$ cat config.mk
export PLATFORM = sky130hd
export DESIGN_NAME = i2c_steered_slave
export DESIGN_NICKNAME = d
export VERILOG_FILES = /design/src/rtl/i2cs_pkg.sv /design/src/rtl/i2cs_line_sync.sv /design/src/rtl/i2cs_engine.sv /design/src/rtl/i2cs_host_regs.sv /design/src/rtl/i2c_steered_slave.sv
export SDC_FILE = /design/constraint.sdc
export NUM_CORES = 1
export LEC_CHECK = 0
export BUFFER_PORTS_ARGS = -buffer_cell sky130_fd_sc_hd__buf_2
export CORE_ASPECT_RATIO = 0.8
export CORE_MARGIN = 2
export CORE_UTILIZATION = 28
export CTS_BUF_LIST = sky130_fd_sc_hd__clkbuf_16
export DETAILED_ROUTE_END_ITERATION = 8
export PLACE_DENSITY = 0.51
export SLEW_MARGIN = 20
export SYNTH_ARGS = -nofsm -noshare
export SYNTH_HDL_FRONTEND = slang
export SYNTH_HIERARCHICAL = 1
export SYNTH_SLANG_ARGS = --single-unit
$ cat constraint.sdc
create_clock -name clk -period 1.4 [get_ports clk]
set_input_delay 0.14 -clock clk [delete_from_list [all_inputs] [get_ports clk]]
set_output_delay 0.14 -clock clk [all_outputs]
set_load 0.005 [all_outputs]
$ cat src/rtl/i2cs_pkg.sv
package i2cs_pkg;
  localparam int DATA_W = 8;
  localparam int ADDR_W = DATA_W - 1;

  localparam logic [1:0] SLOT_CTRL = 2'd0;
  localparam logic [1:0] SLOT_STAT = 2'd1;
  localparam logic [1:0] SLOT_DATA = 2'd2;
  localparam logic [1:0] SLOT_ADDR = 2'd3;

  localparam int STAT_PEND_BIT = 4;

  typedef enum logic [3:0] {
    S_IDLE, S_ADDR, S_AACK, S_HOLD, S_LOAD,
    S_RX, S_RACK, S_TX, S_TACK, S_WSTOP
  } eng_state_t;
endpackage

$ cat src/rtl/i2cs_line_sync.sv
module i2cs_line_sync #(
  parameter int STAGES = 2
) (
  input  logic clk,
  input  logic rst_n,
  input  logic scl_i,
  input  logic sda_i,
  output logic scl_s,
  output logic sda_s,
  output logic scl_rise,
  output logic scl_fall,
  output logic start_det,
  output logic stop_det
);
  logic [STAGES-1:0] scl_ff, sda_ff;
  logic              scl_q, sda_q;

  always_ff @(posedge clk or negedge rst_n) begin
    if (!rst_n) begin
      scl_ff <= '1;
      sda_ff <= '1;
      scl_q  <= 1'b1;
      sda_q  <= 1'b1;
    end else begin
      scl_ff <= {scl_ff[STAGES-2:0], scl_i};
      sda_ff <= {sda_ff[STAGES-2:0], sda_i};
      scl_q  <= scl_ff[STAGES-1];
      sda_q  <= sda_ff[STAGES-1];
    end
  end

  assign scl_s     = scl_ff[STAGES-1];
  assign sda_s     = sda_ff[STAGES-1];
  assign scl_rise  = scl_s & ~scl_q;
  assign scl_fall  = ~scl_s & scl_q;
  assign start_det = scl_s & scl_q & sda_q & ~sda_s;
  assign stop_det  = scl_s & scl_q & ~sda_q & sda_s;
endmodule

$ cat src/rtl/i2cs_engine.sv
module i2cs_engine
  import i2cs_pkg::*;
#(
  parameter int DW = DATA_W
) (
  input  logic          clk,
  input  logic          rst_n,
  input  logic          scl_s,
  input  logic          sda_s,
  input  logic          scl_rise,
  input  logic          scl_fall,
  input  logic          start_det,
  input  logic          stop_det,
  input  logic [DW-2:0] own_addr,
  input  logic          tx_dir,
  input  logic          txak_lvl,
  input  logic [DW-1:0] tx_byte,
  input  logic          pend,
  output logic          sda_oe,
  output logic          scl_oe,
  output logic          ev_set,
  output logic          rx_load,
  output logic [DW-1:0] rx_byte,
  output logic          addr_hit,
  output logic          rw_flag,
  output logic          rxak,
  output logic          busy
);
  localparam int CNT_W = $clog2(DW + 1);
  localparam logic [CNT_W-1:0] FULL = CNT_W'(DW);

  eng_state_t       st_q, st_n;
  logic [CNT_W-1:0] cnt_q, cnt_n;
  logic [DW-1:0]    sr_q, sr_n;
  logic             sda_q, sda_n, scl_q, scl_n;
  logic             tx_q, tx_n, hit_q, hit_n, rw_q, rw_n;
  logic             rxak_q, rxak_n, busy_q, busy_n;

  always_comb begin
    st_n    = st_q;
    cnt_n   = cnt_q;
    sr_n    = sr_q;
    sda_n   = sda_q;
    tx_n    = tx_q;
    hit_n   = hit_q;
    rw_n    = rw_q;
    rxak_n  = rxak_q;
    busy_n  = busy_q;
    ev_set  = 1'b0;
    rx_load = 1'b0;
    if (start_det) begin
      st_n   = S_ADDR;
      cnt_n  = '0;
      sda_n  = 1'b0;
      busy_n = 1'b1;
      hit_n  = 1'b0;
    end else if (stop_det) begin
      st_n   = S_IDLE;
      cnt_n  = '0;
      sda_n  = 1'b0;
      busy_n = 1'b0;
      hit_n  = 1'b0;
    end else begin
      case (st_q)
        S_ADDR: begin
          if (scl_rise) begin
            sr_n  = {sr_q[DW-2:0], sda_s};
            cnt_n = cnt_q + 1'b1;
          end else if (scl_fall && cnt_q == FULL) begin
            if (sr_q[DW-1:1] == own_addr) begin
              st_n  = S_AACK;
              sda_n = 1'b1;
              hit_n = 1'b1;
              rw_n  = sr_q[0];
            end else begin
              st_n = S_IDLE;
            end
          end
        end
        S_AACK: begin
          if (scl_fall) begin
            st_n   = S_HOLD;
            sda_n  = 1'b0;
            ev_set = 1'b1;
          end
        end
        S_HOLD: begin
          if (!pend) begin
            st_n  = S_LOAD;
            cnt_n = '0;
            tx_n  = tx_dir;
            if (tx_dir) begin
              sr_n  = tx_byte;
              sda_n = ~tx_byte[DW-1];
            end else begin
              sda_n = 1'b0;
            end
          end
        end
        S_LOAD: st_n = tx_q ? S_TX : S_RX;
        S_TX: begin
          if (scl_rise) begin
            cnt_n = cnt_q + 1'b1;
          end else if (scl_fall) begin
            if (cnt_q == FULL) begin
              st_n  = S_TACK;
              sda_n = 1'b0;
            end else begin
              sr_n  = {sr_q[DW-2:0], 1'b0};
              sda_n = ~sr_q[DW-2];
            end
          end
        end
        S_TACK: begin
          if (scl_rise) begin
            rxak_n = sda_s;
          end else if (scl_fall) begin
            ev_set = 1'b1;
            st_n   = rxak_q ? S_WSTOP : S_HOLD;
          end
        end
        S_RX: begin
          if (scl_rise) begin
            sr_n  = {sr_q[DW-2:0], sda_s};
            cnt_n = cnt_q + 1'b1;
          end else if (scl_fall && cnt_q == FULL) begin
            rx_load = 1'b1;
            st_n    = S_RACK;
            sda_n   = ~txak_lvl;
          end
        end
        S_RACK: begin
          if (scl_fall) begin
            st_n   = S_HOLD;
            sda_n  = 1'b0;
            ev_set = 1'b1;
          end
        end
        default: ;
      endcase
    end
    scl_n = (st_n == S_HOLD) || (st_n == S_LOAD);
  end

  always_ff @(posedge clk or negedge rst_n) begin
    if (!rst_n) begin
      st_q   <= S_IDLE;
      cnt_q  <= '0;
      sr_q   <= '0;
      sda_q  <= 1'b0;
      scl_q  <= 1'b0;
      tx_q   <= 1'b0;
      hit_q  <= 1'b0;
      rw_q   <= 1'b0;
      rxak_q <= 1'b0;
      busy_q <= 1'b0;
    end else begin
      st_q   <= st_n;
      cnt_q  <= cnt_n;
      sr_q   <= sr_n;
      sda_q  <= sda_n;
      scl_q  <= scl_n;
      tx_q   <= tx_n;
      hit_q  <= hit_n;
      rw_q   <= rw_n;
      rxak_q <= rxak_n;
      busy_q <= busy_n;
    end
  end

  assign sda_oe   = sda_q;
  assign scl_oe   = scl_q;
  assign rx_byte  = sr_q;
  assign addr_hit = hit_q;
  assign rw_flag  = rw_q;
  assign rxak     = rxak_q;
  assign busy     = busy_q;

  a_r10_sda_moves_scl_low: assert property (@(posedge clk) disable iff (!rst_n)
    ($rose(sda_q) || $fell(sda_q)) |-> !scl_s);
  a_r4_idle_quiet: assert property (@(posedge clk) disable iff (!rst_n)
    (st_q == S_IDLE) |-> (!sda_q && !scl_q));
  a_r8_nack_released: assert property (@(posedge clk) disable iff (!rst_n)
    (st_q == S_WSTOP) |-> (!sda_q && !scl_q));
  a_r1_busy_on_start: assert property (@(posedge clk) disable iff (!rst_n)
    start_det |=> busy_q);
  a_r9_stretch_while_pending: assert property (@(posedge clk) disable iff (!rst_n)
    (st_q == S_HOLD && pend) |-> scl_q);
endmodule

$ cat src/rtl/i2cs_host_regs.sv
module i2cs_host_regs
  import i2cs_pkg::*;
#(
  parameter int             DW         = DATA_W,
  parameter int             AW         = ADDR_W,
  parameter logic [AW-1:0]  RESET_ADDR = 7'h42
) (
  input  logic          clk,
  input  logic          rst_n,
  input  logic [1:0]    sel,
  input  logic          wr,
  input  logic          rd,
  input  logic [DW-1:0] wdata,
  input  logic          ev_set,
  input  logic          bus_cond,
  input  logic          rx_load,
  input  logic [DW-1:0] rx_byte,
  input  logic          addr_hit,
  input  logic          rw_flag,
  input  logic          rxak,
  input  logic          busy,
  output logic [DW-1:0] rdata,
  output logic          tx_dir,
  output logic          txak_lvl,
  output logic [AW-1:0] own_addr,
  output logic [DW-1:0] tx_byte,
  output logic          pend
);
  logic [1:0]    ctrl_q, ctrl_n;
  logic [DW-1:0] data_q, data_n;
  logic [AW-1:0] addr_q, addr_n;
  logic          pend_q, pend_n;
  logic          host_clr;

  assign host_clr = (sel == SLOT_DATA && (wr || rd)) ||
                    (sel == SLOT_STAT && wr && wdata[STAT_PEND_BIT]);

  always_comb begin
    ctrl_n = ctrl_q;
    data_n = data_q;
    addr_n = addr_q;
    if (wr && sel == SLOT_CTRL) ctrl_n = wdata[1:0];
    if (wr && sel == SLOT_ADDR) addr_n = wdata[AW-1:0];
    if (rx_load)                      data_n = rx_byte;
    else if (wr && sel == SLOT_DATA)  data_n = wdata;
    if (ev_set)        pend_n = 1'b1;
    else if (bus_cond) pend_n = 1'b0;
    else if (host_clr) pend_n = 1'b0;
    else               pend_n = pend_q;
  end

  always_ff @(posedge clk or negedge rst_n) begin
    if (!rst_n) begin
      ctrl_q <= '0;
      data_q <= '0;
      addr_q <= RESET_ADDR;
      pend_q <= 1'b0;
    end else begin
      ctrl_q <= ctrl_n;
      data_q <= data_n;
      addr_q <= addr_n;
      pend_q <= pend_n;
    end
  end

  always_comb begin
    case (sel)
      SLOT_CTRL: rdata = {{(DW-2){1'b0}}, ctrl_q};
      SLOT_STAT: rdata = {{(DW-5){1'b0}}, pend_q, busy, rxak, rw_flag, addr_hit};
      SLOT_DATA: rdata = data_q;
      default:   rdata = {{(DW-AW){1'b0}}, addr_q};
    endcase
  end

  assign tx_dir   = ctrl_q[0];
  assign txak_lvl = ctrl_q[1];
  assign own_addr = addr_q;
  assign tx_byte  = data_q;
  assign pend     = pend_q;

  a_r9_service_clears: assert property (@(posedge clk) disable iff (!rst_n)
    (host_clr && !ev_set) |=> !pend_q);
  a_r9_event_sets: assert property (@(posedge clk) disable iff (!rst_n)
    ev_set |=> pend_q);
endmodule

$ cat src/rtl/i2c_steered_slave.sv
module i2c_steered_slave
  import i2cs_pkg::*;
#(
  parameter int                 SYNC_STAGES = 2,
  parameter logic [ADDR_W-1:0]  RESET_ADDR  = 7'h42
) (
  input  logic              clk,
  input  logic              rst_n,
  input  logic              scl_i,
  input  logic              sda_i,
  output logic              scl_oe,
  output logic              sda_oe,
  input  logic [1:0]        reg_sel,
  input  logic              reg_wr,
  input  logic              reg_rd,
  input  logic [DATA_W-1:0] reg_wdata,
  output logic [DATA_W-1:0] reg_rdata,
  output logic              irq
);
  logic [1:0] rst_ff;
  logic       rst_s;

  always_ff @(posedge clk or negedge rst_n) begin
    if (!rst_n) rst_ff <= 2'b00;
    else        rst_ff <= {rst_ff[0], 1'b1};
  end
  assign rst_s = rst_ff[1];

  logic scl_s, sda_s, scl_rise, scl_fall, start_det, stop_det;
  logic tx_dir, txak_lvl, pend, ev_set, rx_load;
  logic addr_hit, rw_flag, rxak, busy;
  logic [ADDR_W-1:0] own_addr;
  logic [DATA_W-1:0] tx_byte, rx_byte;

  i2cs_line_sync #(.STAGES(SYNC_STAGES)) u_sync (
    .clk(clk), .rst_n(rst_s), .scl_i(scl_i), .sda_i(sda_i),
    .scl_s(scl_s), .sda_s(sda_s), .scl_rise(scl_rise), .scl_fall(scl_fall),
    .start_det(start_det), .stop_det(stop_det)
  );

  i2cs_engine #(.DW(DATA_W)) u_engine (
    .clk(clk), .rst_n(rst_s), .scl_s(scl_s), .sda_s(sda_s),
    .scl_rise(scl_rise), .scl_fall(scl_fall),
    .start_det(start_det), .stop_det(stop_det),
    .own_addr(own_addr), .tx_dir(tx_dir), .txak_lvl(txak_lvl),
    .tx_byte(tx_byte), .pend(pend),
    .sda_oe(sda_oe), .scl_oe(scl_oe), .ev_set(ev_set), .rx_load(rx_load),
    .rx_byte(rx_byte), .addr_hit(addr_hit), .rw_flag(rw_flag),
    .rxak(rxak), .busy(busy)
  );

  i2cs_host_regs #(.DW(DATA_W), .AW(ADDR_W), .RESET_ADDR(RESET_ADDR)) u_regs (
    .clk(clk), .rst_n(rst_s), .sel(reg_sel), .wr(reg_wr), .rd(reg_rd),
    .wdata(reg_wdata), .ev_set(ev_set), .bus_cond(start_det | stop_det),
    .rx_load(rx_load), .rx_byte(rx_byte), .addr_hit(addr_hit),
    .rw_flag(rw_flag), .rxak(rxak), .busy(busy), .rdata(reg_rdata),
    .tx_dir(tx_dir), .txak_lvl(txak_lvl), .own_addr(own_addr),
    .tx_byte(tx_byte), .pend(pend)
  );

  assign irq = pend;
endmodule

==> results.md <==
- Status: finished with violations
- Final WL: 8.457 mm
- Skew-Pair Late Insertion Delay: 0.29 ns
- Peak VDD IR: 0.7453 mV
- Post-Syn Nets: 291
- Inst Count DP: 470
- Synth cell types: 59
- Final setup viols: 36
- Vias: 2553
- Violated checks: negative setup slack
- Cells after Synth: 273
- Most frequent cells in the layout: buf_4, dfrtp_1, buf_2
- Clock transition at the registers of the reported paths: 0.07 ns
- DRC viols: 0
- Ant diodes: 0
- Htree depth: 2
- Clock power share: 0.174
- Initial Util: 0.2870
- Ys Warns: 6
- Register area share after synthesis: 0.4483
- Placed cell area: 3581 um^2
- WS Path Type: flop to flop
- Die H: 92.77 um
- Worst Skew: 0.006247 ns
- Largest net degree at the start of global routing: 28
- Unrepaired setup endpoints after global routing: true
- Min Tclk post-route: 2.106 ns
- Psw: 0.002706 W
- Pwr Density: 1641 nW/um^2
- Global-route wire length before repair: 13.10 mm
- Root Buffer: clkbuf_16
- Fraction of layout cells with a size suffix above 1: 0.5669
- Crit path launch type: flop
- TritonRoute pass-1 iters: 4
- Die area: 10660 um^2
- Wire length per cell: 16.91 um
- Setup TNS: -15.53 ns
- Num ports: 27
- Core box area: 9609 um^2
- Combinational share of power: 0.547
- Row count: 32
- Area Overhead vs Synth: 56.94%
- Post-synth ARST share: 1.000
- Syn avg cell area: 10.10 um^2
- Reg2Reg Setup Slack: -0.71 ns
- Max_cap viols: 0
- CTS Buffer Depth: 2
- Nets: 398
- Die W: 115.0 um
- Vias in the first global route: 2534
- GR Overflow Total: 0
- Sw frac: 0.3809
- GPL Wtd Cong: 0.8319
- Mapped cell area: 2758 um^2
- Initial antenna violation count: 0
- Non-Filler Instances: 500
- Fmax: 0.4749 GHz
- Required @ worst endpoint: 1.58 ns
- Worst Slack Setup Final: -0.7058 ns
- Clock sinks: 49
- Total CTS buffers: 5
- Avg Vias per Cell: 5.106
- Ys flop type: dfrtp_1
- Antenna viol nets, final: 0
- Seq pwr share: 0.280
- #FFs+latches synth: 49
- Leak: 1.956 nW
- Max-slew violations: 0
- Tcrit/Tclk final: 1.504
- Most common cell after layout, fill and taps aside: buf_4
- Hold Crit Class: input port to flop
- Initial drt markers: 140
- Post-route design area: 4328 um^2
- Worst Path Max Fanout: 4
- GRT Total Usage: 0.1599
- Fin. Hold Viols: 0
- Post-synth EDFFs: 0
- Worst Path Arrival: 2.29 ns
- Port Buffers: 26
- DP HPWL: 5.763 mm
- CTS tree: yes
- CP Capture Type: flop
- P_int: 0.004398 W
path summary, 6_finish.rpt:
path                                   start             endpoint  cells past startpoint
worst max-delay path            u_sync/scl_q        u_engine/tx_q                      7
worst min-delay path            reg_wdata[2]   u_regs/own_addr[2]                      2
worst max register to register  u_sync/scl_q        u_engine/tx_q                      7
worst min register to register     rst_ff[1]  u_engine/rx_byte[0]                      1
max in group asynchronous          rst_ff[1]   u_regs/own_addr[6]                      1
min in group asynchronous              rst_n            rst_ff[1]                      2
cell type report:
type / count / area, um^2
well taps: 119 / 148.9
fillers: 897 / 5281
inverters: 6 / 22.52
repair buffers: 113 / 923.4
clock inverters: 3 / 20.02
clock buffers: 5 / 125.1
flip-flops and latches: 49 / 1237
multi-input cells: 205 / 1851
Yosys cell counts (all sizes together) (2+ instances only):
cell	instances	area (um^2)
nor3	5	25.02
and2	2	12.51
nor2	15	56.30
nand4b	2	17.52
nand3b	3	26.27
ha	2	25.02
clkbuf	3	11.26
dfstp	8	210.2
o21bai	2	15.01
buf	10	60.05
nand4	2	12.51
nand2	25	93.84
a22oi	2	15.01
o211ai	2	15.01
a22o	3	26.28
dfrtp	41	1026
nor3b	3	32.53
a21oi	24	120.1
and4b	4	40.04
nor4	2	18.77
or4b	2	20.02
mux4	2	48.80
nor2b	17	106.4
xnor2	8	70.07
nand3	8	52.55
mux2	15	168.9
mux2i	12	120.1
or2	2	12.52
a21o	2	15.01
and3b	3	27.53
o21ai	16	80.08
inv	6	22.52
nand2b	4	25.02
state kept, by name, indices dropped and copies added, names as in the netlist, 2 cells and up:
signal and count:
u_engine/rx_byte 8, u_regs/tx_byte 8, u_regs/own_addr 7, u_engine/cnt_q 4, u_engine/st_q 4, rst_ff 2, u_regs/ctrl_q 2, u_sync/scl_ff 2
u_sync/sda_ff 2
through the flow:
stage               setup slack, ns  total power, W  hold WS, ns    util
floorplan                   -0.6296        0.003730      -0.1556       -
global placement            -0.6773        0.005046     -0.07532  0.3727
detailed placement          -0.7278        0.005075     -0.07333  0.3727
CTS                         -0.6879        0.006611      0.08948  0.4158
global route                -0.8283        0.007546      0.09523  0.4504
finish                      -0.7058        0.007103      0.09478  0.4504
routing by layer:
metal / GRT usage / vias to the layer above / part of all wire
met3: 0.04188 / 6 / 0.051
met4: 0.02610 / 0 / 0.0076
met5: 0 / - / 0
met1: 0.2301 / 1288 / 0.48
li1: - / 1200 / -
met2: 0.2451 / 59 / 0.46
power groups by stage:
stage	clock [W]	combinational (W)	sequential, W
final	0.00123	0.00388	0.00199
after global routing	0.00133	0.00418	0.00203
after floorplan	0	0.00174	0.00199
after global placement	0	0.00307	0.00198
after detailed placement	0	0.00309	0.00199
after CTS	0.00128	0.00335	0.00198
cells by family after synthesis:
logic type / Yosys count / share of synthesized area
and+or+nand+nor: 103 / 0.2223
buffers and inverters: 19 / 0.03403
AOI/OAI and AO/OA: 62 / 0.1370
other: 1 / 0.001360
xor gates and xnor gates: 8 / 0.02541
adders and majority gates: 2 / 0.009073
DFF: 49 / 0.4483
muxes: 29 / 0.1225
critical path, stage by stage (launching register included):
cell and delay, ns:
dfstp_2 0.54, nor2b_4 0.22, nor2b_4 0.26, nand3_2 0.11, nor4_4 0.16, o31a_1 0.21, and4bb_1 0.20, mux2_4 0.29
timing repair:
action                                  in CTS  in global routing
endpoints found under the setup margin      36                 38
pin swaps                                   12                 25
hold buffers                                 3                  0
endpoints found under the hold margin        4                  0
cloned                                       0                  2
setup buffers                               13                 11
resized for setup                           36                 70
(Power assumes the default switching activity.)
